`src/rtl/rx_filt_pkg.sv`:
```
package rx_filt_pkg;
  typedef struct packed {
    logic bc_reject;
    logic promisc;
    logic drop_on_tx;
    logic tx_busy;
  } rx_ctl_t;

  typedef struct packed {
    logic accept;
    logic miss;
    logic too_long;
  } rx_status_t;
endpackage

```
`src/rtl/rx_addr_match.sv`:
```
module rx_addr_match #(
  parameter int ADDR_BYTES = 6,
  parameter int BYTE_W     = 8
) (
  input  logic                         clk,
  input  logic                         rst_n,
  input  logic                         beat,
  input  logic                         sof,
  input  logic [BYTE_W-1:0]            data,
  input  logic [ADDR_BYTES*BYTE_W-1:0] station,
  output logic                         da_station,
  output logic                         da_bcast
);
  localparam int IDX_W = $clog2(ADDR_BYTES + 1);

  logic [IDX_W-1:0]  idx_q, idx_base, idx_n;
  logic              sta_q, bc_q, sta_base, bc_base, sta_n, bc_n;
  logic [BYTE_W-1:0] sta_byte;

  always_comb begin
    idx_base = sof ? '0 : idx_q;
    sta_base = sof ? 1'b1 : sta_q;
    bc_base  = sof ? 1'b1 : bc_q;
    sta_byte = '0;
    for (int k = 0; k < ADDR_BYTES; k++)
      if (idx_base == IDX_W'(k))
        sta_byte = station[(ADDR_BYTES-1-k)*BYTE_W +: BYTE_W];
    if (idx_base < IDX_W'(ADDR_BYTES)) begin
      idx_n = idx_base + 1'b1;
      sta_n = sta_base && (data == sta_byte);
      bc_n  = bc_base && (&data);
    end else begin
      idx_n = idx_base;
      sta_n = sta_base;
      bc_n  = bc_base;
    end
  end

  // Result including the current byte; meaningful on a beat.
  assign da_station = (idx_n == IDX_W'(ADDR_BYTES)) && sta_n;
  assign da_bcast   = (idx_n == IDX_W'(ADDR_BYTES)) && bc_n;

  always_ff @(posedge clk or negedge rst_n) begin
    if (!rst_n) begin
      idx_q <= '0;
      sta_q <= 1'b0;
      bc_q  <= 1'b0;
    end else if (beat) begin
      idx_q <= idx_n;
      sta_q <= sta_n;
      bc_q  <= bc_n;
    end
  end
endmodule

```
`src/rtl/rx_len_counter.sv`:
```
module rx_len_counter #(
  parameter int LEN_W = 16
) (
  input  logic             clk,
  input  logic             rst_n,
  input  logic             beat,
  input  logic             sof,
  input  logic [LEN_W-1:0] limit,
  output logic             over_n,
  output logic             first_over
);
  logic [LEN_W-1:0] cnt_q, cnt_n;
  logic             was_over;

  always_comb begin
    if (sof)         cnt_n = LEN_W'(1);
    else if (&cnt_q) cnt_n = cnt_q;          // saturate
    else             cnt_n = cnt_q + 1'b1;
    over_n     = cnt_n > limit;
    was_over   = !sof && (cnt_q > limit);
    first_over = over_n && !was_over;
  end

  always_ff @(posedge clk or negedge rst_n) begin
    if (!rst_n)    cnt_q <= '0;
    else if (beat) cnt_q <= cnt_n;
  end
endmodule

```
`src/rtl/rx_accept_rules.sv`:
```
module rx_accept_rules
  import rx_filt_pkg::*;
(
  input  rx_ctl_t    ctl,
  input  logic       da_station,
  input  logic       da_bcast,
  input  logic       over,
  output logic       blocked,
  output rx_status_t status
);
  always_comb begin
    blocked = ctl.drop_on_tx && ctl.tx_busy;
    status  = '0;
    if (!blocked) begin
      status.too_long = over;
      if (ctl.promisc) begin
        status.accept = 1'b1;
        status.miss   = (da_bcast && ctl.bc_reject) || (!da_station && !da_bcast);
      end else begin
        status.accept = da_station || (da_bcast && !ctl.bc_reject);
      end
    end
  end
endmodule

```
`src/rtl/rx_accept_filter.sv`:
```
module rx_accept_filter
  import rx_filt_pkg::*;
#(
  parameter int ADDR_BYTES    = 6,
  parameter int LEN_W         = 16,
  parameter int MAX_LEN_RESET = 1518
) (
  input  logic                    clk,
  input  logic                    rst_n,
  input  logic                    cfg_bcast_reject,
  input  logic                    cfg_promisc,
  input  logic                    cfg_drop_on_tx,
  input  logic                    cfg_loopback,
  input  logic [ADDR_BYTES*8-1:0] cfg_station,
  input  logic                    cfg_max_we,
  input  logic [LEN_W-1:0]        cfg_max_len,
  input  logic                    tx_active,
  input  logic                    s_valid,
  output logic                    s_ready,
  input  logic [7:0]              s_data,
  input  logic                    s_sof,
  input  logic                    s_eof,
  output logic                    done,
  output logic                    st_accept,
  output logic                    st_miss,
  output logic                    st_too_long,
  output logic                    babble_irq,
  output logic                    cfg_illegal
);
  rx_ctl_t    ctl_live, ctl_q, ctl_eff;
  rx_status_t status;
  logic [LEN_W-1:0] max_q, max_lat_q, lim_eff;
  logic in_frame_q, beat, blocked, da_station, da_bcast, over_n, first_over;

  assign s_ready     = 1'b1;
  assign cfg_illegal = cfg_loopback && cfg_drop_on_tx;
  assign beat        = s_valid && (s_sof || in_frame_q);

  always_comb begin
    ctl_live = '{bc_reject: cfg_bcast_reject, promisc: cfg_promisc,
                 drop_on_tx: cfg_drop_on_tx, tx_busy: tx_active};
    ctl_eff  = s_sof ? ctl_live : ctl_q;
    lim_eff  = s_sof ? max_q : max_lat_q;
  end

  rx_addr_match #(.ADDR_BYTES(ADDR_BYTES), .BYTE_W(8)) u_addr (
    .clk, .rst_n, .beat, .sof(s_sof), .data(s_data), .station(cfg_station),
    .da_station, .da_bcast
  );

  rx_len_counter #(.LEN_W(LEN_W)) u_len (
    .clk, .rst_n, .beat, .sof(s_sof), .limit(lim_eff), .over_n, .first_over
  );

  rx_accept_rules u_rules (
    .ctl(ctl_eff), .da_station, .da_bcast, .over(over_n), .blocked, .status
  );

  always_ff @(posedge clk or negedge rst_n) begin
    if (!rst_n) begin
      in_frame_q  <= 1'b0;
      ctl_q       <= '0;
      max_q       <= LEN_W'(MAX_LEN_RESET);
      max_lat_q   <= LEN_W'(MAX_LEN_RESET);
      done        <= 1'b0;
      st_accept   <= 1'b0;
      st_miss     <= 1'b0;
      st_too_long <= 1'b0;
      babble_irq  <= 1'b0;
    end else begin
      if (cfg_max_we) max_q <= cfg_max_len;
      if (beat) begin
        in_frame_q <= !s_eof;
        if (s_sof) begin
          ctl_q     <= ctl_live;
          max_lat_q <= max_q;
        end
      end
      done        <= beat && s_eof;
      st_accept   <= beat && s_eof && status.accept;
      st_miss     <= beat && s_eof && status.miss;
      st_too_long <= beat && s_eof && status.too_long;
      babble_irq  <= beat && first_over && !blocked;
    end
  end
endmodule

```
`config.mk`:
```
export PLATFORM = sky130hd
export DESIGN_NAME = rx_accept_filter
export DESIGN_NICKNAME = d
export VERILOG_FILES = /design/src/rtl/rx_filt_pkg.sv /design/src/rtl/rx_addr_match.sv /design/src/rtl/rx_len_counter.sv /design/src/rtl/rx_accept_rules.sv /design/src/rtl/rx_accept_filter.sv
export SDC_FILE = /design/constraint.sdc
export NUM_CORES = 1
export LEC_CHECK = 0
export CAP_MARGIN = 5
export CORE_MARGIN = 3
export CORE_UTILIZATION = 53
export CTS_CLUSTER_SIZE = 16
export DETAILED_ROUTE_END_ITERATION = 10
export PLACE_DENSITY = 0.81
export SLEW_MARGIN = 40
export SYNTH_ARGS = -nofsm -noshare
export SYNTH_HDL_FRONTEND = slang
export SYNTH_SLANG_ARGS = --single-unit
```
`constraint.sdc`:
```
create_clock -name clk -period 4.3 [get_ports clk]
set_input_delay 1.29 -clock clk [delete_from_list [all_inputs] [get_ports clk]]
set_output_delay 1.29 -clock clk [all_outputs]
set_load 0.01 [all_outputs]
```
* After elaboration in Yosys (flattened, before gate mapping)
Cells that the tools add are included.
Operators by class: add/subtract/negate cells 2, order comparisons 3, equal/unequal tests 7, multiplexer cells 19, reduce and logical (&&, ||, !) cells 31
Operators by type and width (count):
- 16-bit two-way mux | 3
- 8-bit two-way mux | 6
- 16-bit greater-than comparator | 2
- 1-bit logical AND | 18
- 16-bit by 1-bit adder with 16-bit output, second input constant | 1
- 16-bit AND reduction | 1
- 3-bit equality test, second input constant | 3
- 3-bit two-way mux | 3
- 8-bit equality test | 1
- 8-bit AND reduction | 1
- 1-bit logical NOT | 7
- 3-bit by 2-bit equality test with 1-bit output, second input constant | 2
- 1-bit two-way mux | 6
- 4-bit two-way mux | 1
- 3-bit by 1-bit adder with 3-bit output, second input constant | 1
- 3-bit by 1-bit equality test with 1-bit output, second input constant | 1
- 3-bit logical NOT | 1
- 1-bit logical OR | 3
- 3-bit < comparator, second input constant | 1
Storage, ports and cells: register bits 63, input bits 83, word-level logic and storage cells 78

* Logic depth before layout (Yosys ltp)
Gate-level depths: netlist of the first run.
word-level depth 18, gate-level depth with buffers 19, depth with buffers taken out 17

* Modules after synthesis
Synthesis of the first run repeated with hierarchy kept, for this count alone.
Unflattened totals: cell total of the unflattened synthesis 525, area total of the unflattened synthesis 5069.9 µm²
Modules (own cells, without submodules):
- rx_len_counter | instances 1, cells each 244, area each 1925.6 µm²
- rx_accept_filter | instances 1, cells each 117, area each 1908.1 µm²
- rx_addr_match | instances 1, cells each 157, area each 1174.9 µm²
- rx_accept_rules | instances 1, cells each 7, area each 61.3 µm²

* Worst setup path before layout of the first run
No wires, ideal clock.
path type input to register, start input s_sof, end register st_too_long, library setup time 119 ps, data arrival time 3963 ps, setup slack 218 ps, stages 13, path buffers 3, cells stage by stage buf_2 clkbuf_1 clkbuf_1 mux2i_1 ha_1 nor2b_1 o21ai_0 nand2b_1 a21oi_1 o21ai_0 a2111oi_0 a221oi_1 and2_1
Between the ends: cells in the longest elaborated chain, start to end 4, elaborated cells on any way between the ends 10, those cells by class 1 x order compare; 4 x mux; 5 x reduce/logical
RTL lines:
- from (decl) | RTL line rx_accept_filter.sv:21 | input logic s_sof,
- 16-bit two-way mux (tied with other cells) | RTL line rx_len_counter.sv:16 | if (sof) cnt_n = LEN_W'(1);
- 16-bit greater-than comparator (tied with other cells) | RTL line rx_len_counter.sv:19 | over_n = cnt_n > limit;
- 3-bit two-way mux / 1-bit logical AND (equally long branches) | RTL line rx_accept_rules.sv:14, rx_accept_filter.sv:82
- 1-bit logical AND * | RTL line rx_accept_filter.sv:82 | st_too_long <= beat && s_eof && status.too_long;
- to (signal assigned) | RTL line rx_accept_filter.sv:82
- to (decl) | RTL line rx_accept_filter.sv:26 | output logic st_too_long,
Mark *: on every way between the ends. The rest lies on a longest branch, timed or not. A chain may end at the register's enable or synchronous reset.

* Worst setup path after layout of the first run
start register u_len.cnt_q[2], end register st_too_long
Between the ends: cells in the longest elaborated chain, start to end 6, elaborated cells on any way between the ends 7, those cells by class 1 x add/sub; 1 x order compare; 3 x mux; 2 x reduce/logical
RTL lines:
- from (decl) | RTL line rx_len_counter.sv:12 | logic [LEN_W-1:0] cnt_q, cnt_n;
- from (signal assigned) | RTL line rx_len_counter.sv:26 | else if (beat) cnt_q <= cnt_n;
- 16-bit by 1-bit adder with 16-bit output / 16-bit AND reduction (equally long branches) | RTL line rx_len_counter.sv:18, rx_len_counter.sv:17
- 16-bit two-way mux * | RTL line rx_len_counter.sv:17 | else if (&cnt_q) cnt_n = cnt_q;
- 16-bit two-way mux * | RTL line rx_len_counter.sv:16
- via u_len.cnt_n[9] | RTL line rx_len_counter.sv:12
- 16-bit greater-than comparator * | RTL line rx_len_counter.sv:19
- 3-bit two-way mux * | RTL line rx_accept_rules.sv:14 | if (!blocked) begin
- 1-bit logical AND * | RTL line rx_accept_filter.sv:82
Mark *: on every way through the listed nets, which the timed path passes. The rest lies on a longest branch.

==> results of run 1 <==
==> area by class of cell <==
| class | instances | area [um2] |
|---|---|---|
| Clock buffer | 10 | 137.6 |
| Clock inverter | 6 | 67.56 |
| Fill cell | 684 | 2569 |
| Inverter | 14 | 52.55 |
| Multi-Input combinational cell | 420 | 2974 |
| Sequential cell | 63 | 1597 |
| Tap cell | 105 | 131.4 |
| Timing Repair Buffer | 95 | 935.9 |
==> routing by layer <==
metal / routed length (um) / part of all wire [%]
met1: 5698 / 43
met2: 6488 / 49
met3: 799 / 6.0
met4: 265 / 2.0
met5: 0 / 0
==> cells in the final DEF (no fill, tap or decap), drive strengths merged, types with 5 or more instances in the layout <==
master | netlist | layout
xnor2 | 12 | 12
dfstp | 16 | 16
nand3 | 8 | 8
clkbuf | 17 | 10
o31ai | 8 | 8
nor3 | 11 | 11
and4 | 5 | 5
a221oi | 9 | 9
a21oi | 34 | 34
inv | 14 | 15
xor2 | 8 | 8
nand4 | 12 | 12
nor2b | 10 | 10
o21ai | 52 | 52
mux2 | 27 | 27
nand2 | 56 | 56
nand2b | 8 | 8
a21o | 7 | 7
a22o | 5 | 5
buf | 11 | 9
clkdlybuf4s50 | 0 | 86
nor2 | 35 | 35
dfrtp | 47 | 47
ha | 36 | 36
mux2i | 22 | 22
==> power groups by stage <==
| stage | combinational [mW] | clock (mW) | sequential, mW |
|---|---|---|---|
| 4_1_cts | 0.794 | 0.558 | 0.783 |
| 6_report | 0.796 | 0.545 | 0.785 |
| 3_3_place_gp | 0.774 | 0 | 0.789 |
| 2_1_floorplan | 0.576 | 0 | 0.752 |
| 3_5_place_dp | 0.784 | 0 | 0.794 |
| 5_1_grt | 0.891 | 0.587 | 0.799 |
==> how the worst min path moves through the flow <==
stage	from	slack, ns	endpoint
finish	max_lat_q[5]	0.48	max_lat_q[5]
CTS	max_lat_q[5]	0.49	max_lat_q[5]
global route	max_lat_q[10]	0.51	max_lat_q[10]
floorplan	max_lat_q[11]	0.45	max_lat_q[11]
global placement	max_lat_q[15]	0.46	max_lat_q[15]
detailed placement	max_lat_q[5]	0.47	max_lat_q[5]
==> flip-flops by register name, summed over array words and instances (netlist names) <==
signal / count
u_addr.sta_q: 1
ctl_q: 4
st_too_long: 1
babble_irq: 1
max_q: 16
u_len.cnt_q: 16
in_frame_q: 1
st_miss: 1
u_addr.idx_q: 3
done: 1
max_lat_q: 16
u_addr.bc_q: 1
st_accept: 1
==> through the flow <==
step	hold WS, ns	util (%)	total power, mW	instance area, um2
global route	0.5112	69.65	2.277	5896
CTS	0.4859	69.65	2.135	5896
detailed placement	0.4741	67.23	1.578	5690
finish	0.4800	69.65	2.126	5896
floorplan	0.4492	-	1.328	4743
global placement	0.4635	67.23	1.563	5690
==> tightest hold or removal path, delay by kind of cell, from the launching register on <==
family	cells	cell delay, ns
flip-flops	1	0.37
AND/OR/NAND/NOR	1	0.04
AO/OA/AOI/OAI	1	0.06
==> cell families after synthesis <==
kind of cell / Yosys count / share of synthesized area, %
AOI/OAI and AO/OA: 149 / 20.23
DFF: 63 / 33.66
xor gates and xnor gates: 20 / 3.693
adders and majority gates: 36 / 9.496
other: 1 / 0.07906
muxes: 49 / 11.05
buffers and inverters: 42 / 3.878
and+or+nand+nor: 165 / 17.91
==> summary.md, run 1 <==
| Metric | Value |
|---|---|
| Status | `finished clean` |
| Clock slew at reported path FFs | `roughly 0.08 ns` |
| Worst setup endpoint | `st_too_long` |
| Layout cells sized above 1 | `13.16%` |
| FF+latch count, synth | `63` |
| Slew Limit Fails | `0` |
| Crit-path cells | `and4_1 > nand3_1 > nor2_1 > nand2_1 > and2_1 > nand3_1 > xor2_1 > nor2_1 > ha_1 > a21o_1 > a21o_1 > a21o_1 > a21oi_1 > nor2b_1 > o21ai_0 > a221oi_1 > and2_1` |
| Core region area | `0.008464 mm2` |
| Met3 Track Usage GR | `between 5 and 6%` |
| Final WS setup | `0.3238 ns` |
| Levels on crit path | `17` |
| P_int | `approximately 1.4 mW` |
| Global-route wire length before repair | `22180 um` |
| Total Wirelength | `roughly 13000 um` |
| Most common cell in the netlist | `nand2_1` |
| Netlist area before placement | `between 0.004 and 0.005 mm2` |
| Mapped Cells | `around 530` |
| Normalized max-slew margin | `roughly half` |
| Initial Util | `between 50% and 60%` |
| Final setup vio count | `0` |
| Initial antenna violation count | `0` |
| Residual DRC | `0` |
| Vias in the first global route | `around 4500` |
| Worst path bufs/invs | `0` |
| Ant diodes | `0` |
| Seq pwr share | `36.9%` |
| GRT Total Usage | `a little over a quarter` |
| DP HPWL | `about 10000 um` |
| Most frequent cells after synthesis | `nand2_1, o21ai_0, dfrtp_1` |
| Final worst path period need | `between 3 and 4 ns` |
| Final hold vios | `0` |
| Nets@finish | `722` |
| Max-Cap Viols | `0` |
| Crit path from | `u_len.cnt_q[2]` |
| Flop2flop setup slack | `roughly 0.32 ns` |
| Crit path max-delay family | `simple AND/OR/NAND/NOR gates` |
| Reg2reg path depth | `17` |
| Worst r2r dst | `st_too_long` |
| Peak supply drop | `0.0003199 V` |
| Synth top area cells | `dfrtp_1, ha_1, dfstp_2` |
| Clock root buffer | `clkbuf_8` |
| Synth Flop Type | `dfrtp_1` |
| Largest net degree at the start of global routing | `slightly below 70` |
| Yosys cell types | `67` |
| CP required | `roughly 4.6 ns` |
| IO Count | `90` |
| Critical path's slowest cell | `dfrtp_1` |
| Maximum clock path buffer count | `2` |
| Worst skew pair latency | `between 0.3 and 0.4 ns` |
| Global placer's final weighted congestion | `0.9527` |
| Pre-CTS setup slack | `between 0.3 and 0.4 ns` |
| Crit share post-route | `92.47%` |
| Clock sinks | `between 60 and 70` |
| Most frequent CP cell | `a21o_1` |
| Max FO, Critical Path | `9` |
| WHS Path Cells | `2` |
| Yosys warns | `0` |
| Area leader, netlist | `dfrtp_1` |
| WL per Instance | `between 15 and 20 um` |
| Rows | `33` |
| Area delta synth->final | `24.29%` |
| Cell count after placement | `roughly 700` |
| Crit Path Category | `flop to flop` |
| Met2 usage | `between 40 and 50%` |
| Die W | `roughly 100 um` |
| Sequential fraction of the synthesis area | `33.66%` |
| Initial DRC count | `229` |
| Met1 Resource Use GR | `36.54%` |
| RSZ-0062 raised after global routing | `false` |
| Achievable frequency | `between 200 and 300 MHz` |
| Clk pwr share | `around 26%` |
| Post-CTS setup buffer count | `0` |
| Total Die Area | `approximately 0.010 mm2` |
| Grt total ovfl | `0` |
| Comb pwr share | `approximately 38%` |
| Sw Share | `between 30% and 40%` |
| Psw | `about 770 uW` |
| Reg-to-Reg Start | `u_len.cnt_q[2]` |
| Layout Cells excl Fill | `between 700 and 800` |
| Pwr dens | `~360 mW/mm2` |
| Via count | `approximately 4400` |
| I/O Buffers | `88` |
| Yosys top cell area share | `between 20% and 30%` |
| Lkg Pwr | `between 2 and 3 nW` |
| Fin Setup TNS | `0 ns` |
| CTS tree | `yes` |
| First-pass iteration count of the detailed router | `6` |
| Gr busiest metal | `met2` |
| Post-CTS sizing | `0` |
| CTS H-tree lvls | `3` |
| Ys async rst share | `100.0%` |
| Critical path startpoint category | `flop` |
| Syn Nets | `about 640` |
| Num CTS Buffers | `9` |
| Die H | `around 100 um` |
| Avg Inst Size Synth | `between 9 and 10 um2` |
| Via density per instance | `between 6 and 7` |
| Hold buffers post-CTS | `0` |
| Clock skew | `0.009674 ns` |
| Crit-path max cell delay | `between 0.4 and 0.5 ns` |
| HP Class | `flop to flop` |
| Crit path DAT | `4.22 ns` |
| Worst-margin pin slew | `approximately 0.76 ns` |
| ANT nets after route | `0` |
| Setup crit end kind | `flop` |
| Post-synth EDFFs | `0` |
No activity file was read; power rests on OpenSTA's default activity.
==> run 2, diff against run 1 <==
--- a/config.mk
+++ b/config.mk
@@ -5,7 +5,7 @@
 export SDC_FILE = /design/constraint.sdc
 export NUM_CORES = 1
 export LEC_CHECK = 0
-export CAP_MARGIN = 5
+export CAP_MARGIN = 20
 export CORE_MARGIN = 3
 export CORE_UTILIZATION = 53
 export CTS_CLUSTER_SIZE = 16
==> results of run 2 <==
Same layout as run 1: the final DEF is identical, and so are final timing and power.
